===== config.mk =====
export PLATFORM = sky130hd
export DESIGN_NAME = flag_clear_seq
export DESIGN_NICKNAME = d
export VERILOG_FILES = /design/src/rtl/flag_seq_pkg.sv /design/src/rtl/flag_seq_ctrl.sv /design/src/rtl/flag_seq_regs.sv /design/src/rtl/flag_clear_seq.sv
export SDC_FILE = /design/constraint.sdc
export NUM_CORES = 1
export LEC_CHECK = 0
export ABC_AREA = 1
export BUFFER_PORTS_ARGS = -buffer_cell sky130_fd_sc_hd__buf_2
export CAP_MARGIN = 20
export CORE_AREA = 3 3 40 42
export DETAILED_ROUTE_END_ITERATION = 10
export DIE_AREA = 0 0 43 45
export PLACE_DENSITY = 0.63
export SYNTH_ARGS = -nofsm -noshare
export SYNTH_HDL_FRONTEND = slang
export SYNTH_SLANG_ARGS = --single-unit

===== constraint.sdc =====
create_clock -name clk -period 1.92 [get_ports clk]
set_input_delay 0.384 -clock clk [delete_from_list [all_inputs] [get_ports clk]]
set_output_delay 0.384 -clock clk [all_outputs]
set_load 0.1 [all_outputs]

===== src/rtl/flag_seq_pkg.sv =====
package flag_seq_pkg;
  localparam int NUM_FLAGS = 4;

  localparam int FL_START = 0;
  localparam int FL_ADDR  = 1;
  localparam int FL_HDR   = 2;
  localparam int FL_STOP  = 3;

  typedef enum logic [1:0] {
    ACC_STAT3  = 2'd0,
    ACC_DATA   = 2'd1,
    ACC_CTRL2  = 2'd2
  } acc_kind_e;

  // strobes from control to the flag datapath
  typedef struct packed {
    logic                 live;
    logic                 armReq;
    logic [NUM_FLAGS-1:0] setReq;
    logic [NUM_FLAGS-1:0] clrReq;
  } flag_strb_t;

  // flags armed by any first-status read, raised or not
  localparam logic [NUM_FLAGS-1:0] ARM_ALWAYS = 4'b0010;
  // flags whose set event requires an acknowledge
  localparam logic [NUM_FLAGS-1:0] NEED_ACK   = 4'b1110;

  function automatic acc_kind_e secondAccess(input int idx);
    case (idx)
      FL_ADDR: return ACC_STAT3;
      FL_STOP: return ACC_CTRL2;
      default: return ACC_DATA;
    endcase
  endfunction
endpackage


===== src/rtl/flag_seq_ctrl.sv =====
module flag_seq_ctrl
  import flag_seq_pkg::*;
#(
  parameter int N = NUM_FLAGS,
  parameter logic [N-1:0] ACK_MASK = NEED_ACK
) (
  input  logic         enable,
  input  logic         rdStat1,
  input  logic         rdStat3,
  input  logic         wrData,
  input  logic         wrCtrl2,
  input  logic [N-1:0] evRaw,
  input  logic         evAck,
  output flag_strb_t   strb
);
  logic [2:0] accVec;

  always_comb begin
    accVec = '0;
    accVec[ACC_STAT3] = rdStat3;
    accVec[ACC_DATA]  = wrData;
    accVec[ACC_CTRL2] = wrCtrl2;
  end

  assign strb.live   = enable;
  assign strb.armReq = enable & rdStat1;

  for (genvar i = 0; i < N; i++) begin : g_dec
    localparam acc_kind_e KIND = secondAccess(i);
    if (ACK_MASK[i]) begin : g_ack
      assign strb.setReq[i] = enable & evRaw[i] & evAck;
    end else begin : g_noack
      assign strb.setReq[i] = enable & evRaw[i];
    end
    assign strb.clrReq[i] = enable & accVec[KIND];
  end
endmodule


===== src/rtl/flag_seq_regs.sv =====
module flag_seq_regs
  import flag_seq_pkg::*;
#(
  parameter int N = NUM_FLAGS,
  parameter logic [N-1:0] ARM_MASK = ARM_ALWAYS
) (
  input  logic         clk,
  input  logic         rstN,
  input  flag_strb_t   strb,
  output logic [N-1:0] flagQ
);
  logic [N-1:0] armQ;

  for (genvar i = 0; i < N; i++) begin : g_flag
    logic armHit;
    logic doClear;

    assign armHit  = ARM_MASK[i] | flagQ[i] | strb.setReq[i];
    assign doClear = armQ[i] & strb.clrReq[i] & ~strb.setReq[i];

    always_ff @(posedge clk) begin
      if (!rstN || !strb.live) begin
        flagQ[i] <= 1'b0;
        armQ[i]  <= 1'b0;
      end else begin
        if (strb.setReq[i])  flagQ[i] <= 1'b1;
        else if (doClear)    flagQ[i] <= 1'b0;

        if (strb.armReq)          armQ[i] <= armHit;
        else if (strb.clrReq[i])  armQ[i] <= 1'b0;
      end
    end

    AST_SET_WINS: assert property (@(posedge clk) disable iff (!rstN)
      strb.live && strb.setReq[i] |=> flagQ[i]) else $error("set lost");

    AST_CLEAR_NEEDS_ARM: assert property (@(posedge clk) disable iff (!rstN)
      $fell(flagQ[i]) && $past(strb.live) |-> $past(armQ[i]) && $past(strb.clrReq[i])) else $error("unarmed clear");

    AST_ARM_FROM_READ: assert property (@(posedge clk) disable iff (!rstN)
      $rose(armQ[i]) |-> $past(strb.armReq)) else $error("arm without read");
  end

  AST_DISABLE_CLEARS: assert property (@(posedge clk) disable iff (!rstN)
    !strb.live |=> flagQ == '0 && armQ == '0) else $error("disable leak");
endmodule


===== src/rtl/flag_clear_seq.sv =====
module flag_clear_seq
  import flag_seq_pkg::*;
(
  input  logic       clk,
  input  logic       rstN,
  input  logic       enable,
  input  logic       rdStat1,
  input  logic       rdStat3,
  input  logic       wrData,
  input  logic       wrCtrl2,
  input  logic       evStart,
  input  logic       evAddr,
  input  logic       evHdr,
  input  logic       evStop,
  input  logic       evAck,
  output logic [3:0] flags
);
  flag_strb_t strb;
  logic [NUM_FLAGS-1:0] evRaw;

  assign evRaw = {evStop, evHdr, evAddr, evStart};

  flag_seq_ctrl #(.N(NUM_FLAGS), .ACK_MASK(NEED_ACK)) u_ctrl (
    .enable (enable),
    .rdStat1(rdStat1),
    .rdStat3(rdStat3),
    .wrData (wrData),
    .wrCtrl2(wrCtrl2),
    .evRaw  (evRaw),
    .evAck  (evAck),
    .strb   (strb)
  );

  flag_seq_regs #(.N(NUM_FLAGS), .ARM_MASK(ARM_ALWAYS)) u_regs (
    .clk  (clk),
    .rstN (rstN),
    .strb (strb),
    .flagQ(flags)
  );

  AST_NACK_NO_SET: assert property (@(posedge clk) disable iff (!rstN)
    !evAck && !flags[FL_STOP] |=> !flags[FL_STOP]) else $error("nack set");

  AST_START_SETS: assert property (@(posedge clk) disable iff (!rstN)
    enable && evStart |=> flags[FL_START]) else $error("start missed");
endmodule


# Word-level counts from Yosys, hierarchy flattened
# Cells that the tools add are included.
# totals
reg_bits	8
input_bits	12
out_inout_bits	4
# classes
muxes	15
n_bitwise	26
reduce_logical	10
# ops
cell	count
1-bit AND	19
1-bit two-way mux	15
2-bit nonzero test	7
1-bit NOT	4
1-bit OR	3
1-bit logical NOT	2
1-bit logical OR	1

# Logic depth before layout (Yosys ltp)
# depth
ltp_word	6
ltp_mapped	6

# Hierarchy
# From an unflattened synthesis, not the netlist that was laid out.
# hier_totals
cells_unflattened	70
hier_area_um2	425.4
# by_module_without_submodules
module	n_inst	cells_each	area_per_inst_um2
flag_seq_regs	1	51	344.1
flag_seq_ctrl	1	19	81.3

# Worst setup path after synthesis
# No wires, ideal clock.
# synth_timing
path_kind	register -> register
start	register, netlist name u_regs.flagQ[2]
end	register u_regs.flagQ[2]
t_arrival_ps	1272
required_time_ps	1856
slack_ps	585
path_stages_with_launch	5
path_buffers	0
path_cell_list	dfxtp_1 inv_1 nand2_2 nand2_1 nor2_1
# synth_lines
element	line_no	text
to (signal, indexed assignment)	flag_seq_regs.sv:23	flagQ[i] <= 1'b0;
to (signal, indexed assignment)	flag_seq_regs.sv:26	if (strb.setReq[i]) flagQ[i] <= 1'b1;
to (signal, indexed assignment)	flag_seq_regs.sv:27	else if (doClear) flagQ[i] <= 1'b0;
to (decl)	flag_seq_regs.sv:10	output logic [N-1:0] flagQ

# Worst setup path after layout
# layout_timing
start	register u_regs.flagQ[3]
end	output port flags[3]
# layout_lines
element	line_no	text
to (decl)	flag_clear_seq.sv:16	output logic [3:0] flags
# No word-level cell between the ends.

==> flow_summary.json <==
{
  "dieArea_um2": 1940,
  "max_freq_mhz": 710,
  "ant_nets": 0,
  "worst_path_max_delay_cell": "buf_2",
  "min_period_ns": 1.41,
  "antenna_cells": 0,
  "grt_max_degree": 12,
  "cp-start-kind": "register",
  "multiInputGateArea_um2": 195,
  "drc_errors": 0,
  "grt_pass1_vias": 326,
  "place.gp.congestion": 0.775,
  "antenna_found_initial": 0,
  "cts_tree": "built",
  "boundaryPins": 16,
  "rows": 13,
  "wl_per_cell_um": 9.30,
  "crit_type": "reg2out",
  "fin_skew_ns": 0.0000515,
  "slowest_delay_ns": 0.43,
  "n_fill_cell": 147,
  "synth_top_area_share_pct": 41.0,
  "grt_pass1_wl_um": 1320,
  "highest_layer": "met4",
  "drt-initial-drc-count": 4,
  "met1_length_um": 375,
  "die_h_um": 45,
  "cts.root.buffer_cell": "clkbuf_4",
  "hold_path.class": "in2reg",
  "cellLeakagePower_nw": 0.245,
  "initial_core_util_pct": 30.4,
  "path_cells": "buf_2",
  "cts_setup_buffers": 0,
  "hpwl_um": 637,
  "maxCapViolations": 0,
  "area_growth_pct": 26.9,
  "synth_top_area_cell": "dfxtp_1",
  "clk_path_buf_depth": 2,
  "period_share_pct": 73.4,
  "critPathCaptureType": "output pin",
  "crit_arrival_ns": 1.02,
  "max_slew_margin_pct": 68.0,
  "wl_met2_um": 340,
  "post_dp_cell_area_um2": 473,
  "ys_seq_area_share_pct": 41.0,
  "htreeDepth": 1,
  "synth-seq-cells": 8,
  "synth_area_per_cell_um2": 7.23,
  "p_per_area_nw_per_um2": 729,
  "clock_latency_ns": 0.25,
  "syn_inst": 54,
  "die_width_um": 43,
  "ir_drop_v": 0.000289,
  "syn-cell-area_um2": 390,
  "tightest_slew_ns": 0.484,
  "core_area_um2": 1280,
  "nets": 85,
  "final-max-slew-violation-count": 0,
  "io_buffers": 15,
  "clk_pin_slew_ns": 0.06,
  "post_drt_via_cell_ratio": 4.48,
  "syn-num-nets": 66,
  "final_util_pct": 38.6,
  "vias": 385,
  "synth_area_leaders": "dfxtp_1 41%, nand2_1 13%, nor2_1 6.7%",
  "path_buf_inv": 1,
  "cp_max_fo": 3,
  "rsz0062_at_grt": "no",
  "clock-sinks": 8,
  "regArea_um2": 160,
  "yosys.cell_types.count": 14,
  "timing.final.ws_setup_ns": 0.511,
  "grt_usage_pct": 9.76,
  "place_ws_ns": 0.745,
  "drt-total-wl_um": 800,
  "layout-drive-gt1-share_pct": 38.0,
  "critPathTopFamily": "buffers and inverters",
  "hold_violations": 0,
  "cts_resized": 0,
  "required_ns": 1.54,
  "yosysWarnings": 0,
  "finalInstanceArea_um2": 495,
  "wl_met3_um": 56,
  "status": "completed",
  "finalSetupViolations": 0,
  "drt_pass1_iterations": 4,
  "grt-ovfl-total": 0,
  "holdBufCountCts": 0,
  "cts_buffers": 3,
  "fin_setup_tns_ns": 0
}
## state kept, by name, summed over array words and instances, names as in the netlist
| register | cells |
|---|---|
| u_regs.armQ | 4 |
| u_regs.flagQ | 4 |
## worst register-to-register path, delay by kind of cell, from the launching register on
family | cells | cell delay (ns)
compound gates | 1 | 0.14
simple gates | 2 | 0.12
flops | 1 | 0.32
## synth_stat cells, drive strengths merged
library cell,instances
buf,1
dfxtp,8
nor2,8
nand2,19
nand4,1
nand3,6
clkinv,1
a21oi,4
inv,5
nor3b,1
## cell families (layout without fill, tap and decap cells)
family / count (synthesis) / after routing / synth area share [%]
flip-flops: 8 / 8 / 41.0
AND/OR/NAND/NOR: 35 / 35 / 44.9
buffers and inverters: 7 / 24 / 8.97
AO/OA/AOI/OAI: 4 / 4 / 5.13
## final cells by class
class | instances | area share [%]
Multi-Input combinational cell | 39 | 39.4
Sequential cell | 8 | 32.3
Tap cell | 15 | 3.79
Clock buffer | 3 | 4.55
Inverter | 6 | 4.80
Timing Repair Buffer | 15 | 15.2
## cells in the final DEF, fill, tap and decap left out
master    synthesis  final
nor3b_2           1      1
nor2_1            7      7
nand2_2           4      4
nand3_1           5      5
nand2_4           1      1
buf_2             0     15
nor2_2            1      1
clkinv_2          1      1
inv_1             5      5
nand2_1          14     14
dfxtp_1           8      8
clkbuf_4          0      3
nand3_2           1      1
nand4_1           1      1
a21oi_1           4      4
## stage by stage
step	total power [mW]	cells	hold slack [ns]
global placement	0.237	83	0.446
CTS	0.367	86	0.368
detailed placement	0.237	83	0.449
global route	0.381	86	0.402
floorplan	0.218	54	0.452
finish	0.361	86	0.370
## path summary, 6_finish.rpt
kind	from	end	slack, ns	cells after the start
worst max-delay path	u_regs.flagQ[3]$_SDFFE_PP0P_	flags[3]	0.51	1
worst min register to register	u_regs.flagQ[1]$_SDFFE_PP0P_	u_regs.flagQ[1]$_SDFFE_PP0P_	0.46	2
worst max register to register	u_regs.armQ[3]$_SDFFE_PP0P_	u_regs.flagQ[3]$_SDFFE_PP0P_	1.24	3
worst min-delay path	rdStat1	u_regs.armQ[1]$_SDFFE_PP0P_	0.37	3
## routing by layer
metal,vias up,GRT usage (%)
met5,-,0
met4,0,9.04
met3,4,4.78
met2,13,12.9
met1,162,11.4
li1,206,-
## where the power goes
part	leakage, nW	total [mW]	internal, mW	switching [mW]
registers	0.0650	0.173	0.171	0.00194
clock network	0.0138	0.129	0.0715	0.0570
logic	0.167	0.0603	0.0186	0.0417
total	0.245	0.361	0.261	0.101
(Power assumes the default switching activity.)
